[src/rtl/quad_xbar_pkg.sv]
package quad_xbar_pkg;

    localparam int NUM_QUAD = 4;
    localparam int NUM_DIR  = 4;

    typedef enum logic [1:0] {
        QD_NE = 2'd0,
        QD_SE = 2'd1,
        QD_SW = 2'd2,
        QD_NW = 2'd3
    } quad_e;

    typedef enum logic [1:0] {
        DR_N = 2'd0,
        DR_E = 2'd1,
        DR_S = 2'd2,
        DR_W = 2'd3
    } dir_e;

    // bit0 = header, bit1 = tail
    typedef enum logic [1:0] {
        FK_BODY   = 2'b00,
        FK_HEAD   = 2'b01,
        FK_TAIL   = 2'b10,
        FK_SINGLE = 2'b11
    } fkind_e;

    // Output reached by quadrant q for the chosen axis.
    function automatic dir_e quad_target(input int q, input logic horiz);
        if (horiz)
            return (q == int'(QD_NE) || q == int'(QD_SE)) ? DR_E : DR_W;
        else
            return (q == int'(QD_NE) || q == int'(QD_NW)) ? DR_N : DR_S;
    endfunction

    // The two quadrants feeding output d: first-priority and second.
    function automatic int src_first(input int d);
        return (d + NUM_QUAD - 1) % NUM_QUAD;
    endfunction

    function automatic int src_second(input int d);
        return d;
    endfunction

endpackage

[src/rtl/quad_xbar_pathset.sv]
module quad_xbar_pathset
    import quad_xbar_pkg::*;
#(
    parameter int VCS  = 3,
    parameter int DW   = 16,
    parameter int QID  = 0
) (
    input  logic              clk,
    input  logic              rst,
    input  logic [VCS-1:0]    vc_valid,
    input  logic [2*VCS-1:0]  vc_kind,
    input  logic [DW*VCS-1:0] vc_data,
    input  logic [VCS-1:0]    vc_horiz,
    input  logic              grant,
    output logic              req,
    output dir_e              dst,
    output logic [1:0]        kind,
    output logic [DW-1:0]     data,
    output logic [VCS-1:0]    pop
);

    localparam int SW = (VCS > 1) ? $clog2(VCS) : 1;

    logic [SW-1:0] ptr_q;
    logic          lock_q;
    logic [SW-1:0] lock_vc_q;
    dir_e          lock_dst_q;
    logic [SW-1:0] pick;
    logic [SW-1:0] sel;

    always_comb begin
        logic found;
        found = 1'b0;
        pick  = ptr_q;
        for (int i = 0; i < VCS; i++) begin
            int idx;
            idx = int'(ptr_q) + i;
            if (idx >= VCS) idx = idx - VCS;
            if (!found && vc_valid[idx]) begin
                pick  = SW'(idx);
                found = 1'b1;
            end
        end
    end

    always_comb begin
        sel  = lock_q ? lock_vc_q : pick;
        req  = vc_valid[sel];
        dst  = lock_q ? lock_dst_q : quad_target(QID, vc_horiz[sel]);
        kind = vc_kind[sel*2 +: 2];
        data = vc_data[sel*DW +: DW];
        pop  = '0;
        if (grant) pop[sel] = 1'b1;
    end

    always_ff @(posedge clk) begin
        if (rst) begin
            ptr_q      <= '0;
            lock_q     <= 1'b0;
            lock_vc_q  <= '0;
            lock_dst_q <= DR_N;
        end else if (grant) begin
            ptr_q      <= (int'(sel) == VCS - 1) ? '0 : sel + SW'(1);
            lock_q     <= ~kind[1];
            lock_vc_q  <= sel;
            lock_dst_q <= dst;
        end
    end

endmodule

[src/rtl/quad_xbar_outarb.sv]
module quad_xbar_outarb (
    input  logic       clk,
    input  logic       rst,
    input  logic [1:0] req,
    input  logic [1:0] tail,
    input  logic       credit,
    output logic [1:0] grant,
    output logic       win
);

    logic last_q;
    logic lock_q;
    logic owner_q;
    logic has;

    always_comb begin
        if (lock_q) begin
            win = owner_q;
            has = req[owner_q];
        end else begin
            win = req[~last_q] ? ~last_q : last_q;
            has = |req;
        end
        grant = '0;
        if (has && credit) grant[win] = 1'b1;
    end

    always_ff @(posedge clk) begin
        if (rst) begin
            last_q  <= 1'b1;
            lock_q  <= 1'b0;
            owner_q <= 1'b0;
        end else if (|grant) begin
            last_q  <= win;
            lock_q  <= ~tail[win];
            owner_q <= win;
        end
    end

endmodule

[src/rtl/quad_xbar.sv]
module quad_xbar
    import quad_xbar_pkg::*;
#(
    parameter int DW  = 16,
    parameter int VCS = 3
) (
    input  logic                           clk,
    input  logic                           rst,
    input  logic [NUM_QUAD*VCS-1:0]        in_valid,
    input  logic [2*NUM_QUAD*VCS-1:0]      in_kind,
    input  logic [DW*NUM_QUAD*VCS-1:0]     in_data,
    input  logic [NUM_QUAD*VCS-1:0]        in_horiz,
    input  logic [NUM_DIR-1:0]             out_credit,
    output logic [NUM_QUAD*VCS-1:0]        vc_pop,
    output logic [NUM_DIR-1:0]             out_valid,
    output logic [2*NUM_DIR-1:0]           out_kind,
    output logic [DW*NUM_DIR-1:0]          out_data
);

    logic          ps_req  [NUM_QUAD];
    dir_e          ps_dst  [NUM_QUAD];
    logic [1:0]    ps_kind [NUM_QUAD];
    logic [DW-1:0] ps_data [NUM_QUAD];
    logic          ps_gnt  [NUM_QUAD];
    logic [1:0]    od_gnt  [NUM_DIR];

    for (genvar q = 0; q < NUM_QUAD; q++) begin : g_set
        localparam int DN_FIRST  = (q + 1) % NUM_DIR;
        localparam int DN_SECOND = q;

        quad_xbar_pathset #(.VCS(VCS), .DW(DW), .QID(q)) u_set (
            .clk      (clk),
            .rst      (rst),
            .vc_valid (in_valid[q*VCS +: VCS]),
            .vc_kind  (in_kind[2*q*VCS +: 2*VCS]),
            .vc_data  (in_data[DW*q*VCS +: DW*VCS]),
            .vc_horiz (in_horiz[q*VCS +: VCS]),
            .grant    (ps_gnt[q]),
            .req      (ps_req[q]),
            .dst      (ps_dst[q]),
            .kind     (ps_kind[q]),
            .data     (ps_data[q]),
            .pop      (vc_pop[q*VCS +: VCS])
        );

        assign ps_gnt[q] = od_gnt[DN_FIRST][0] | od_gnt[DN_SECOND][1];
    end

    for (genvar d = 0; d < NUM_DIR; d++) begin : g_out
        localparam int SA = src_first(d);
        localparam int SB = src_second(d);

        logic [1:0]    req;
        logic [1:0]    tail;
        logic          win;
        logic          vld_q;
        logic [1:0]    kind_q;
        logic [DW-1:0] data_q;

        assign req[0]  = ps_req[SA] && (ps_dst[SA] == dir_e'(d));
        assign req[1]  = ps_req[SB] && (ps_dst[SB] == dir_e'(d));
        assign tail[0] = ps_kind[SA][1];
        assign tail[1] = ps_kind[SB][1];

        quad_xbar_outarb u_arb (
            .clk    (clk),
            .rst    (rst),
            .req    (req),
            .tail   (tail),
            .credit (out_credit[d]),
            .grant  (od_gnt[d]),
            .win    (win)
        );

        always_ff @(posedge clk) begin
            if (rst) begin
                vld_q  <= 1'b0;
                kind_q <= '0;
                data_q <= '0;
            end else begin
                vld_q <= |od_gnt[d];
                if (|od_gnt[d]) begin
                    kind_q <= win ? ps_kind[SB] : ps_kind[SA];
                    data_q <= win ? ps_data[SB] : ps_data[SA];
                end
            end
        end

        assign out_valid[d]            = vld_q;
        assign out_kind[2*d +: 2]      = kind_q;
        assign out_data[DW*d +: DW]    = data_q;
    end

endmodule

[config.mk]
export PLATFORM = sky130hd
export DESIGN_NAME = quad_xbar
export DESIGN_NICKNAME = d
export VERILOG_FILES = /design/src/rtl/quad_xbar_pkg.sv /design/src/rtl/quad_xbar_pathset.sv /design/src/rtl/quad_xbar_outarb.sv /design/src/rtl/quad_xbar.sv
export SDC_FILE = /design/constraint.sdc
export NUM_CORES = 1
export LEC_CHECK = 0
export BUFFER_PORTS_ARGS = -buffer_cell sky130_fd_sc_hd__buf_4
export CORE_MARGIN = 2
export CORE_UTILIZATION = 55
export DETAILED_ROUTE_END_ITERATION = 6
export PLACE_DENSITY = 0.92
export SYNTH_ARGS = -nofsm -noshare
export SYNTH_HDL_FRONTEND = slang
export SYNTH_HIERARCHICAL = 1
export SYNTH_SLANG_ARGS = --single-unit
[constraint.sdc]
create_clock -name clk -period 10.6 [get_ports clk]
set_input_delay 0.53 -clock clk [delete_from_list [all_inputs] [get_ports clk]]
set_output_delay 0.53 -clock clk [all_outputs]
set_load 0.03 [all_outputs]
==> results of run 1 <==
-- report_power, final --
group	leakage, nW	total, mW	internal [mW]	switching, mW
clock network	0.299	0.598	0.393	0.205
registers	0.949	0.669	0.561	0.108
logic	4.27	3.45	1.29	2.16
-- cells in the final DEF, fill, tap and decap left out, drive strengths merged, types with 15 or more instances in the layout --
| cell | netlist | routed |
|---|---|---|
| nand2 | 41 | 41 |
| o21ai | 19 | 19 |
| buf | 68 | 347 |
| a21oi | 24 | 24 |
| o2bb2ai | 76 | 76 |
| nor2 | 34 | 34 |
| dfxtp | 116 | 116 |
| nor3 | 77 | 77 |
| nand2b | 23 | 23 |
| a211oi | 81 | 81 |
| nand3 | 16 | 16 |
| clkbuf | 19 | 23 |
| o31ai | 15 | 15 |
| ha | 16 | 16 |
| inv | 34 | 34 |
| nor2b | 26 | 26 |
| mux2i | 171 | 171 |
-- logic make-up (layout without fill, tap and decap cells) --
family | count (synthesis) | in the layout | share of synthesized area, %
fa+ha+maj | 16 | 16 | 2.14
simple gates | 289 | 289 | 16.8
mux | 176 | 176 | 19.0
xor+xnor | 1 | 1 | 0.0937
buf+inv | 121 | 413 | 8.17
flops | 116 | 116 | 24.8
compound gates | 311 | 311 | 28.9
-- sequential cells by signal, indices dropped and copies added (netlist names) --
| signal | cells |
|---|---|
| g_out.u_arb/last_q | 4 |
| g_out.data_q | 64 |
| g_set.u_set/lock_dst_q | 8 |
| g_set.u_set/lock_vc_q | 8 |
| g_out.kind_q | 8 |
| g_out.u_arb/lock_q | 4 |
| g_set.u_set/lock_q | 4 |
| g_out.vld_q | 4 |
| g_set.u_set/ptr_q | 8 |
| g_out.u_arb/owner_q | 4 |
-- worst reg2reg max path: cells and delay by family, from the launching register on --
kind,cells,cell delay [ns]
and+or+nand+nor,5,2.59
muxes,1,0.15
buffers and inverters,4,0.99
AOI/OAI and AO/OA,6,1.42
adders and majority gates,1,0.50
DFF,1,0.40
-- routing by layer --
metal	wire length [um]	track usage [%]	part of all wire [%]	vias to the layer above
li1	-	-	-	4510
met1	13300	44.2	39	4682
met2	15700	57.6	46	603
met3	3440	8.24	10	123
met4	1720	18.9	5.0	0
met5	0	0	0	-
-- metrics by stage --
stage / setup slack, ns / cell area (um2) / utilization, %
floorplan: 5.09 / 9350 / -
global placement: 4.85 / 11600 / 70.0
detailed placement: 4.59 / 11600 / 70.0
CTS: 4.13 / 12200 / 73.7
global route: 3.62 / 12200 / 73.7
finish: 3.98 / 12200 / 73.7
-- final cells by class --
class                      instances  share of cell area, %
multi-input combinational        793                   51.4
timing repair buffer             347                   21.3
sequential                       116                   19.0
clock buffer                      23                   3.99
tap                              220                   2.25
inverter                          34                   1.04
clock inverter                     9                   1.02
-- final timing paths --
check / cells after the start / end
max: 19 / vc_pop[9]
min: 3 / g_set[0].u_set/lock_q
max reg2reg: 17 / g_out[0].data_q[15]
min reg2reg: 2 / g_set[0].u_set/lock_dst_q[0]
==> results.md, run 1 <==
* Clk buf depth at 2
* Site row count at 47
* Largest fanout on the critical path at 27
* Tot Pwr at 4.71 mW
* Top-count cell post-synth: mux2i_1
* WP buf/inv at 5
* Net count, final at 1571
* CTS tree: yes
* Setup TNS at 0 ns
* Worst path top cell family by delay: simple AND/OR/NAND/NOR gates
* Non-filler cells, final at 1542
* Power per cell area at 386 mW/mm2
* Antenna violations before repair at 0
* CTS Buf Count at 17
* Die Y-Extent at 134 um
* Final HPWL DP at 26000 um
* Headroom to the max-slew limit at 34.9%
* # DRC at 0
* Worst hold margin at 0.436 ns
* Die area at 0.0181 mm2
* Pin count of the biggest net entering global routing at 73
* Final wirelength at 34100 um
* Ys flop type: dfxtp_1
* Port buffer count at 333
* Total grt overflow at 0
* Vias at 9918
* Leakage power at 5.52 nW
* Clock Skew at 0.00917 ns
* Critical Path Source: g_set[3].u_set/ptr_q[0]
* FILL cells at 1214
* Worst path slowest cell: and2_1
* Clock tree sinks at 116
* Most area-consuming cells after synthesis: dfxtp_1, mux2i_1, o2bb2ai_1
* Fmax at 0.151 GHz
* Drt first pass iters at 7
* Root buffer cell: clkbuf_16
* Tightest Pin Transition at 0.977 ns
* Core area at 0.0166 mm2
* Max IR drop VDD at 0.000215 V
* Crit path launch type: register
* Area leader, netlist: dfxtp_1
* Synth Register Bits at 116
* Post-detailed-route count of antenna-violating nets at 0
* Mapped Avg Cell Area at 9.08 um2
* Post-DR wirelength/cell at 22.1 um
* Routability Congestion at 0.960
* Asr flop ratio synth at 0%
* Status: finished, final reports clean
* Fin. Hold Viols at 0
* Htree depth at 4
* Hold Path Origin: in_kind[5]
* Synth top area share at 24.8%
* Unrepaired setup endpoints after global routing: false
* Ports at 334
* WP data required at 10.07 ns
* DR iter-0 viols at 1085
* Final setup violation count at 0
* Period minus WS final at 6.62 ns
* Worst-path clk slew at 0.06 ns
* Worst endpoint data arrival time at 6.09 ns
* Crit end category: primary output
* Vias in the first global route at 9421
* Cells after Synth at 1030
* Post-CTS Setup Inserts at 0
* Critical path class: reg -> out
* Slew Viols, Final at 0
* Register area at 0.00232 mm2
* Die Wd at 134 um
* All-Layer GR Usage at 35.7%
* First-pass GRT wire length at 50200 um
* Syn nets at 1292
* Critical R2R Launch: g_set[3].u_set/ptr_q[0]
* R2R setup slack at 4.38 ns
* # diodes at 0
* Initial Utilization at 56.4%
* Max cap viols at 0
* Sequential area share after synthesis at 24.8%
* Worst Hold Class: in -> reg
* Area growth syn-to-layout at 30.7%
* Via-per-instance ratio at 6.43
* Multi-input logic area at 0.00628 mm2
* Clock Latency Late Sink at 0.42 ns
* Post-synth EDFFs at 0
* Post-CTS Resized at 0
* Synth top cells by count: mux2i_1, dfxtp_1, nor3_1, o2bb2ai_1
* Layout cells sized above 1 at 34.5%
* Hold Buf Count CTS at 0
* Placed insts at 1510
* Synth Warn # at 6
* CP cell instances: inv_1, ha_1, mux2i_1, o22ai_1, o31ai_2, o21ai_2, buf_4, and2_1, o2bb2ai_1, nor3b_1, nor2b_1, o31ai_2, inv_2, nor2_1, or2_2, inv_1, nor2_1, and2_1, buf_4
* Final Cycle Share at 62.5%
* CP max stage delay at 0.72 ns
* Netlist Area Pre-Place at 0.00935 mm2
* Netlist cell types at 85
No activity file was read; power rests on OpenSTA's default activity.
==> inputs of run 2 (changes only) <==
--- a/config.mk
+++ b/config.mk
@@ -7,9 +7,9 @@
 export LEC_CHECK = 0
 export BUFFER_PORTS_ARGS = -buffer_cell sky130_fd_sc_hd__buf_4
 export CORE_MARGIN = 2
-export CORE_UTILIZATION = 55
+export CORE_UTILIZATION = 51
 export DETAILED_ROUTE_END_ITERATION = 6
-export PLACE_DENSITY = 0.92
+export PLACE_DENSITY = 0.87
 export SYNTH_ARGS = -nofsm -noshare
 export SYNTH_HDL_FRONTEND = slang
 export SYNTH_HIERARCHICAL = 1
==> constraint.sdc (replaced) <==
create_clock -name clk -period 6.6 [get_ports clk]
set_input_delay 0.33 -clock clk [delete_from_list [all_inputs] [get_ports clk]]
set_output_delay 0.33 -clock clk [all_outputs]
set_load 0.03 [all_outputs]
==> results.md, run 2 (same netlist as run 1, synthesis figures left out) <==
* CTS tree: yes
* Final worst setup slack at 0.380 ns
* Site row count at 49
* Root buffer cell: clkbuf_16
* Critical path class: reg -> out
* Port buffer count at 333
* Setup TNS at 0 ns
* Crit end category: primary output
* Post-CTS Resized at 0
* DR iter-0 viols at 908
* Final Cell Area at 0.0123 mm2
* Final wirelength at 34300 um
* Tot Pwr at 7.55 mW
* Critical R2R Launch: g_set[0].u_set/ptr_q[0]
* Hold Buf Count CTS at 0
* WHS Path Cells at 3
* Max cap viols at 0
* Clk buf depth at 2
* # diodes at 0
* Register with the highest flop count: g_out.data_q
* Leakage power at 5.53 nW
* Max IR drop VDD at 0.000417 V
* Period minus WS final at 6.22 ns
* Layout cells sized above 1 at 34.8%
* Clock Latency Late Sink at 0.43 ns
* Post-DR wirelength/cell at 22.1 um
* Final HPWL DP at 26400 um
* CTS Buf Count at 17
* R2R setup slack at 0.95 ns
* Slew Viols, Final at 0
* Fin. Hold Viols at 0
* Fmax at 0.161 GHz
* Reg2Reg Capture Point: g_set[3].u_set/lock_q
* Die Wd at 139 um
* Worst R2R Path Depth at 20
* Pre-CTS worst setup slack at 1.03 ns
* Clock tree sinks at 116
* Post-detailed-route count of antenna-violating nets at 0
* Drt first pass iters at 7
* First-pass GRT wire length at 51700 um
* Worst endpoint data arrival time at 5.89 ns
* Worst-path clk slew at 0.06 ns
* Vias in the first global route at 9251
* Routability Congestion at 0.976
* Total grt overflow at 0
* Htree depth at 4
* Antenna violations before repair at 0
* Power per cell area at 616 mW/mm2
* Status: finished, final reports clean
* Initial Utilization at 52.1%
* WP data required at 6.27 ns
* Net count, final at 1574
* Commonest non-fill, non-tap cells in the layout: buf_4, mux2i_1, dfxtp_1, nor3_1, o2bb2ai_1
* Via-per-instance ratio at 6.31
* Core area at 0.0180 mm2
* Largest fanout on the critical path at 20
* Hold Path Origin: in_horiz[5]
* Post-CTS Setup Inserts at 0
* Final Cycle Share at 94.2%
* Vias at 9807
* # DRC at 0
* Worst Hold Class: in -> reg
* Final setup violation count at 0
* Crit path launch type: register
* Clock Skew at 0.00825 ns
* Tightest Pin Transition at 0.900 ns
* Pin count of the biggest net entering global routing at 69
* Ports at 334
* Unrepaired setup endpoints after global routing: false
* Hold EP: g_set[1].u_set/lock_dst_q[0]
* Die area at 0.0194 mm2
* Area growth syn-to-layout at 31.0%
* Max reg flops at 64
* All-Layer GR Usage at 33.6%
* Die Y-Extent at 139 um
* Most common cell after layout, fill and taps aside: buf_4
* Headroom to the max-slew limit at 40.0%
* Area post-placement at 0.0116 mm2
[run 2: routing by layer]
metal | wire (um) | GRT usage, %
met1 | 13600 | 43.2
met2 | 15500 | 52.2
met3 | 3230 | 7.91
met4 | 2050 | 18.1
met5 | 0 | 0
[run 2: per-stage QoR]
| stage | hold slack [ns] | instances | util [%] |
|---|---|---|---|
| final | 0.226 | 1554 | 68.2 |
| after global routing | 0.230 | 1554 | 68.2 |
| after CTS | 0.222 | 1554 | 68.2 |
| after detailed placement | 0.447 | 1522 | 64.8 |
| after global placement | 0.435 | 1522 | 64.8 |
| after floorplan | 0.399 | 1030 | - |
[run 2: power breakdown]
group	switching, mW	internal, mW
Clock	0.345	0.626
Sequential	0.172	0.900
Combinational	3.42	2.08
Total	3.94	3.61
[run 2: worst max-delay path: stages (launching register included)]
cell       delay, ns
dfxtp_1         0.41
inv_1           0.09
ha_1            0.39
mux2i_1         0.26
o22ai_1         0.17
nor4_1          0.71
a211oi_4        0.07
buf_4           0.27
mux2i_1         0.16
o2bb2ai_1       0.19
nor3b_1         0.50
nor2b_1         0.36
o31ai_2         0.13
inv_2           0.40
nor2_1          0.10
buf_4           0.22
or2_2           0.41
inv_1           0.18
nor2_1          0.08
and2_1          0.18
buf_4           0.16
[run 2: how the worst max path moves through the flow]
| stage | from | to | slack, ns |
|---|---|---|---|
| after global routing | g_set[3].u_set/ptr_q[0] | vc_pop[9] | 0.04 |
| after floorplan | g_set[1].u_set/ptr_q[0] | vc_pop[4] | 1.29 |
| final | g_set[0].u_set/ptr_q[0] | vc_pop[9] | 0.38 |
| after global placement | g_set[0].u_set/ptr_q[0] | vc_pop[9] | 1.19 |
| after detailed placement | g_set[0].u_set/ptr_q[0] | vc_pop[9] | 1.03 |
| after CTS | g_set[0].u_set/ptr_q[0] | vc_pop[9] | 0.50 |
[run 2: cell type report]
cell class,count,area [um2]
clock buffers,17,425
clock inverters,15,189
fillers,1439,5710
inverters,34,128
multi-input cells,793,6280
flip-flops and latches,116,2320
well taps,229,287
repair buffers,350,2630
